### src/rtl/gpio_mask_pkg.sv
package gpio_mask_pkg;

    // Control register index, taken from byte offset bits [4:2] in the control region
    typedef enum logic [2:0] {
        REG_DIR   = 3'd0,
        REG_SENSE = 3'd1,
        REG_BOTH  = 3'd2,
        REG_POL   = 3'd3,
        REG_EN    = 3'd4,
        REG_RAW   = 3'd5,
        REG_MSK   = 3'd6,
        REG_CLR   = 3'd7
    } reg_sel_e;

endpackage

### src/rtl/gpio_mask_sync.sv
module gpio_mask_sync #(
    parameter int W = 8
) (
    input  logic         clk,
    input  logic         rst_n,
    input  logic [W-1:0] async_i,
    output logic [W-1:0] sync_o
);
    logic [W-1:0] stage1_q;
    logic [W-1:0] stage2_q;

    always_ff @(posedge clk or negedge rst_n) begin
        if (!rst_n) begin
            stage1_q <= '0;
            stage2_q <= '0;
        end else begin
            stage1_q <= async_i;
            stage2_q <= stage1_q;
        end
    end

    assign sync_o = stage2_q;
endmodule

### src/rtl/gpio_mask_det.sv
module gpio_mask_det (
    input  logic clk,
    input  logic rst_n,
    input  logic cur_i,
    input  logic sense_i,
    input  logic both_i,
    input  logic pol_i,
    input  logic clr_i,
    output logic raw_o
);
    logic prev_q;
    logic latch_q;
    logic rise_w;
    logic fall_w;
    logic trig_w;
    logic level_w;

    always_ff @(posedge clk or negedge rst_n) begin
        if (!rst_n) begin
            prev_q  <= 1'b0;
            latch_q <= 1'b0;
        end else begin
            prev_q <= cur_i;
            if (!sense_i && trig_w)
                latch_q <= 1'b1;
            else if (clr_i)
                latch_q <= 1'b0;
        end
    end

    always_comb begin
        rise_w  = cur_i & ~prev_q;
        fall_w  = ~cur_i & prev_q;
        trig_w  = both_i ? (rise_w | fall_w) : (pol_i ? rise_w : fall_w);
        level_w = pol_i ? cur_i : ~cur_i;
        raw_o   = sense_i ? level_w : latch_q;
    end

    // a detected edge in edge mode is latched on the next edge
    a_r6_edge_latches: assert property (@(posedge clk) disable iff (!rst_n)
        (!sense_i && trig_w) |=> latch_q);

    // a clear with no competing edge empties the latch
    a_r10_clear_empties: assert property (@(posedge clk) disable iff (!rst_n)
        (clr_i && !(trig_w && !sense_i)) |=> !latch_q);

    // nothing is latched while the pin is level-sensitive
    a_r8_no_latch_in_level: assert property (@(posedge clk) disable iff (!rst_n)
        (sense_i && !latch_q) |=> !latch_q);
endmodule

### src/rtl/gpio_mask_ctrl.sv
module gpio_mask_ctrl
    import gpio_mask_pkg::*;
#(
    parameter int NPIN = 8
) (
    input  logic              clk,
    input  logic              rst_n,
    input  logic              bus_sel,
    input  logic              bus_wr,
    input  logic [NPIN+2:2]   bus_addr,
    input  logic [NPIN-1:0]   bus_wdata,
    output logic [NPIN-1:0]   bus_rdata,
    input  logic [NPIN-1:0]   pin_in,
    output logic [NPIN-1:0]   pin_out,
    output logic [NPIN-1:0]   pin_oe,
    output logic              irq
);
    localparam int CTL_BIT = NPIN + 2;

    logic [NPIN-1:0] out_q, dir_q, sense_q, both_q, pol_q, en_q;
    logic [NPIN-1:0] sync_w, raw_w, msk_w, clr_w, win_mask, pin_view;
    logic            in_ctl, ctl_hit, wr_win, wr_ctl, wr_dir;
    reg_sel_e        sel;

    always_comb begin
        in_ctl   = bus_addr[CTL_BIT];
        win_mask = bus_addr[NPIN+1:2];
        ctl_hit  = in_ctl && (bus_addr[NPIN+1:5] == '0);
        sel      = reg_sel_e'(bus_addr[4:2]);
        wr_win   = bus_sel && bus_wr && !in_ctl;
        wr_ctl   = bus_sel && bus_wr && ctl_hit;
        wr_dir   = wr_ctl && (sel == REG_DIR);
        clr_w    = (wr_ctl && (sel == REG_CLR)) ? bus_wdata : '0;
        pin_view = (dir_q & out_q) | (~dir_q & sync_w);
        msk_w    = raw_w & en_q;
    end

    gpio_mask_sync #(.W(NPIN)) u_sync (
        .clk     (clk),
        .rst_n   (rst_n),
        .async_i (pin_in),
        .sync_o  (sync_w)
    );

    for (genvar i = 0; i < NPIN; i++) begin : g_det
        gpio_mask_det u_det (
            .clk     (clk),
            .rst_n   (rst_n),
            .cur_i   (sync_w[i]),
            .sense_i (sense_q[i]),
            .both_i  (both_q[i]),
            .pol_i   (pol_q[i]),
            .clr_i   (clr_w[i]),
            .raw_o   (raw_w[i])
        );
    end

    always_ff @(posedge clk or negedge rst_n) begin
        if (!rst_n) begin
            out_q   <= '0;
            dir_q   <= '0;
            sense_q <= '0;
            both_q  <= '0;
            pol_q   <= '0;
            en_q    <= '0;
        end else begin
            if (wr_win)
                out_q <= (out_q & ~win_mask) | (bus_wdata & win_mask);
            if (wr_ctl) begin
                unique case (sel)
                    REG_DIR:   dir_q   <= bus_wdata;
                    REG_SENSE: sense_q <= bus_wdata;
                    REG_BOTH:  both_q  <= bus_wdata;
                    REG_POL:   pol_q   <= bus_wdata;
                    REG_EN:    en_q    <= bus_wdata;
                    REG_RAW, REG_MSK, REG_CLR: ;
                endcase
            end
        end
    end

    always_comb begin
        bus_rdata = '0;
        if (bus_sel && !bus_wr) begin
            if (!in_ctl) begin
                bus_rdata = pin_view & win_mask;
            end else if (ctl_hit) begin
                unique case (sel)
                    REG_DIR:   bus_rdata = dir_q;
                    REG_SENSE: bus_rdata = sense_q;
                    REG_BOTH:  bus_rdata = both_q;
                    REG_POL:   bus_rdata = pol_q;
                    REG_EN:    bus_rdata = en_q;
                    REG_RAW:   bus_rdata = raw_w;
                    REG_MSK:   bus_rdata = msk_w;
                    REG_CLR:   bus_rdata = '0;
                endcase
            end
        end
    end

    assign pin_out = out_q;
    assign pin_oe  = dir_q;
    assign irq     = |msk_w;

    // pins outside the address mask keep their output value
    a_r2_unselected_keep: assert property (@(posedge clk) disable iff (!rst_n)
        wr_win |=> ((out_q & ~$past(win_mask)) == ($past(out_q) & ~$past(win_mask))));

    // output enables move only on a direction write
    a_r4_oe_hold: assert property (@(posedge clk) disable iff (!rst_n)
        !wr_dir |=> $stable(pin_oe));

    // with every pin disabled the interrupt line stays low
    a_r9_irq_quiet: assert property (@(posedge clk) disable iff (!rst_n)
        (en_q == '0) |-> !irq);
endmodule

### config.mk
export PLATFORM = sky130hd
export DESIGN_NAME = gpio_mask_ctrl
export DESIGN_NICKNAME = d
export VERILOG_FILES = /design/src/rtl/gpio_mask_pkg.sv /design/src/rtl/gpio_mask_sync.sv /design/src/rtl/gpio_mask_det.sv /design/src/rtl/gpio_mask_ctrl.sv
export SDC_FILE = /design/constraint.sdc
export NUM_CORES = 1
export LEC_CHECK = 0
export CORE_MARGIN = 3
export CORE_UTILIZATION = 50
export CTS_CLUSTER_SIZE = 20
export DETAILED_ROUTE_END_ITERATION = 7
export PLACE_DENSITY = 0.73
export SYNTH_ARGS = -nofsm -noshare
export SYNTH_HDL_FRONTEND = slang
export SYNTH_SLANG_ARGS = --single-unit
export TNS_END_PERCENT = 20
### constraint.sdc
create_clock -name clk -period 3.84 [get_ports clk]
set_input_delay 0.768 -clock clk [delete_from_list [all_inputs] [get_ports clk]]
set_output_delay 0.768 -clock clk [all_outputs]
set_load 0.01 [all_outputs]
==> impl.org <==
** Run status
- The run finished with clean final reports.

** GRT
- For this run, global-route usage on met1 was measured as 0.299.
- Entering global routing, the biggest net connects 81 pins.
- Antenna violations before repair :: 0
- In the global route stage, overall resource usage came out at 0.225.
- The first global-routing pass estimated 16.9 mm of wire.
- In this run the most used layer during global routing was met2.
- For met3 alone, demand over resource in global routing was 0.0589.
- In the global route stage, met2 resource usage came out at 0.355.
- Vias in the first global route :: 3291
- For this run the aggregate overflow at the end of global routing stands at 0.

** STA
- Across the routed clock network, the largest skew measured is 0.00748 ns.
- Transition time of the tightest slew-check pin :: 0.998 ns
- Setup violations remaining at the end of the flow were counted as 0.
- Worst hold margin :: 0.349 ns
- Dividing the final minimum period by the clock period gives 0.976.
- The clock period could shrink to 3.75 ns.
- The number of hold violations in the final report is 0.
- Final worst-path setup slack :: 0.0925 ns
- Number of max-slew violations in the final report :: 0
- Setup repair after global routing could not meet its margin everywhere.
- Adding up every negative setup slack in the final design gives 0 ns.
- Worst-case headroom to the max-slew limit :: 0.335
- Max Fclk :: 267 MHz

** Final layout
- Post-synthesis to final-layout area growth :: 23.8%
- After routing the design area is 5200 um^2.
- After filler insertion, the fill cell instance count of the layout stands at 658.
- Share of final-layout standard cells stronger than drive strength 1 :: 0.205
- Diode insertion count for antenna repair :: 0
- Net count, final :: 503
- Once layout is complete, the utilization of the core stands at 0.656.
- For this run, the number of standard cells in the final layout without fillers is 565.

** Yosys
- For this run, the number of Yosys warnings is 0.
- Counting flops with an async set or reset pin after synthesis yields a share of 1.00.
- Sequential cell area fraction in the yosys report :: 0.476
- Proportion of netlist area held by the largest area contributor :: 0.476
- Most frequent cell after synthesis :: sky130_fd_sc_hd__dfrtp_1
- Post-synth EDFFs :: 0
- Leading post-synthesis cells by instance count :: 80 x sky130_fd_sc_hd__dfrtp_1, 49 x sky130_fd_sc_hd__mux2_2, 42 x sky130_fd_sc_hd__nand2_1, 31 x sky130_fd_sc_hd__o21ai_0, 24 x sky130_fd_sc_hd__inv_1
- Cells after synthesis :: 386
- Post-Syn Area :: 4200 um^2
- Synthesis instantiated 36 different standard cells from the library.
- Top post-synthesis cells by area :: sky130_fd_sc_hd__dfrtp_1 48%, sky130_fd_sc_hd__mux2_2 13%, sky130_fd_sc_hd__ha_1 4.8%
- The synthesized design contains 80 register bits.
- Most used flip-flop cell after synthesis :: sky130_fd_sc_hd__dfrtp_1
- Net Count, Synth :: 431
- In this run the mean area of a mapped cell was 10.9 um^2.
- The largest total area in the synthesized netlist belongs to sky130_fd_sc_hd__dfrtp_1.

** Power and ir drop
- IR drop worst, VDD :: 251 uV
- Sequential fraction of design power :: 0.495
- Leakage component of the power :: 2.31 nW
- Of the total power, combinational logic draws 0.135.
- Cell internal power was estimated by the tool at 1.38 mW.
- The share of total power dissipated in the clock network is 0.370.
- Total power draw :: 1.85 mW
- Psw :: 0.466 mW
- Switching fraction of total power :: 0.253
- Power density relative to cell area :: 355 nW/um^2

** Worst setup path
- In this design, the stage delay of the slowest critical-path cell is 0.60 ns.
- The worst setup path is captured at a primary output.
- Critical R2R Capture :: g_det[5].u_det.latch_q
- Arrival time at the worst endpoint :: 2.98 ns
- The critical path contains buffers and inverters numbering 3 combined.
- Depth of the worst register-to-register path :: 5
- The worst setup path is launched from an input port.
- The startpoint identified for the worst register-to-register timing path is u_sync.sync_o[5].
- In this run the register-to-register setup slack is 2.51 ns.
- Worst setup startpoint :: bus_addr[5]
- Required @ worst endpoint :: 3.07 ns
- Cells traversed along the worst timing path :: clkdlybuf4s50_1, nor4_4, nand3b_4, buf_4, nand2_1, a211oi_1, nor3_1, clkdlybuf4s50_1
- Cell repeated most along the worst path :: sky130_fd_sc_hd__clkdlybuf4s50_1
- By startpoint and endpoint, the worst setup path is classified as input port to primary output.
- Slowest library cell on the worst path :: sky130_fd_sc_hd__clkdlybuf4s50_1
- Largest delay contributor family on the critical path :: buffers and inverters
- Critical path fanouts, max :: 4

** Clocking
- The number of hold buffers added after CTS was 0.
- The clock passes through at most 2 buffers.
- H-Tree Depth :: 3
- The root buffer cell chosen for the clock tree is sky130_fd_sc_hd__clkbuf_8.
- Cts bufs inserted :: 9
- Clock transition time at the flip-flop clock pins of the worst setup and hold paths :: 0.08 ns
- Buffers added to address setup during post-CTS repair amount to 0.
- Later-pin clock latency in the skew report :: 0.36 ns
- TritonCTS built the clock tree.
- Num Clock Sinks :: 80

** Routing
- Drc violations :: 0
- In the final routed layout, each cell accounts on average for 18.1 um.
- DRT Wirelength :: 10.2 mm
- The first routing iteration left 293 violations.
- The first detailed-routing pass took 4 iterations.
- Count of antenna-violating nets left after detailed routing :: 0
- Number of vias per cell after detailed routing :: 5.73
- Detailed-route via count :: 3236

** Floorplan
- Measured along the y axis, the die boundary spans 97.7 um.
- Die Footprint :: 9540 um^2
- The initial utilization of the core area, before any placement, comes to 0.530.
- Measured along the x axis, the die boundary spans 97.7 um.
- Row generation in the floorplan step produced 32 rows.
- Placeable core region :: 7930 um^2
- For this design the top-level I/O count stands at 54.

** Worst hold path
- Class of the tightest hold or removal check :: flop to flop
- For hold timing, the worst endpoint is u_sync.sync_o[0].
- Startpoint of the worst hold path :: u_sync.stage1_q[0]
- Cell count of the worst hold path :: 0

** Place
- Area post-placement :: 4950 um^2
- The wire-length estimate of the detail-placed layout is 7.15 mm.
- Cells after DPL :: 549
- The congestion estimate from routability-driven global placement came to 0.875.
- Prior to clock tree synthesis, the placed netlist has a worst setup slack of -0.0260 ns.
- Port Buf Inserts :: 53

** Flow run
- Across the run, the number of max-cap violations was 0.
## sequential cells by signal, indices dropped and copies added (netlist names), named ones only
name,cells
both_q,8
pol_q,8
pin_oe,8
u_sync.sync_o,8
sense_q,8
g_det.u_det.latch_q,8
g_det.u_det.prev_q,8
u_sync.stage1_q,8
en_q,8
## routing by layer
layer | routed length [um] | part of all wire
met5 | 0 | 0
met1 | 4420 | 0.43
met2 | 4860 | 0.47
met3 | 674 | 0.066
met4 | 280 | 0.027
## layout make-up
class,count,area [um^2],share of cell area
multi-input cells,271,2090,0.402
inverters,24,90.1,0.0173
repair buffers,72,671,0.129
flip-flops and latches,80,2000,0.385
well taps,102,128,0.0245
clock buffers,10,128,0.0245
clock inverters,6,93.8,0.0180
## power groups by stage
stage,clock (mW),combinational [mW],sequential [mW]
3_3_place_gp,0,0.244,0.927
5_1_grt,0.738,0.271,0.919
4_1_cts,0.698,0.249,0.913
3_5_place_dp,0,0.248,0.929
6_report,0.683,0.249,0.913
2_1_floorplan,0,0.103,0.932
## cell families after synthesis
| family | after synthesis | synth area share |
|---|---|---|
| AOI/OAI and AO/OA | 68 | 0.101 |
| xor gates and xnor gates | 8 | 0.0167 |
| adders and majority gates | 16 | 0.0476 |
| buffers and inverters | 35 | 0.0337 |
| DFF | 80 | 0.476 |
| muxes | 63 | 0.168 |
| and+or+nand+nor | 116 | 0.157 |
## how the worst max path moves through the flow
stage                        end  slack (ns)  cells past startpoint
global route        bus_rdata[2]       -0.02                      8
finish              bus_rdata[2]        0.09                      8
detailed placement  bus_rdata[2]       -0.03                      7
global placement    bus_rdata[2]        0.03                      7
floorplan           bus_rdata[1]        1.04                      6
CTS                 bus_rdata[6]       -0.03                      7
## what timing repair did
action | 4_1_cts | 5_1_grt
resized for setup | 0 | 6
hold endpoints to repair | 0 | 0
endpoints found under the setup margin | 3 | 8
## cell usage in the layout (no fill, tap or decap), types with 13 or more instances in the layout
| cell | instances |
|---|---|
| sky130_fd_sc_hd__nand2_1 | 42 |
| sky130_fd_sc_hd__dfrtp_1 | 80 |
| sky130_fd_sc_hd__ha_1 | 16 |
| sky130_fd_sc_hd__inv_1 | 24 |
| sky130_fd_sc_hd__mux2i_1 | 13 |
| sky130_fd_sc_hd__o21ai_0 | 31 |
| sky130_fd_sc_hd__clkdlybuf4s50_1 | 52 |
| sky130_fd_sc_hd__buf_4 | 20 |
| sky130_fd_sc_hd__mux2_2 | 49 |
(Power assumes the default switching activity.)
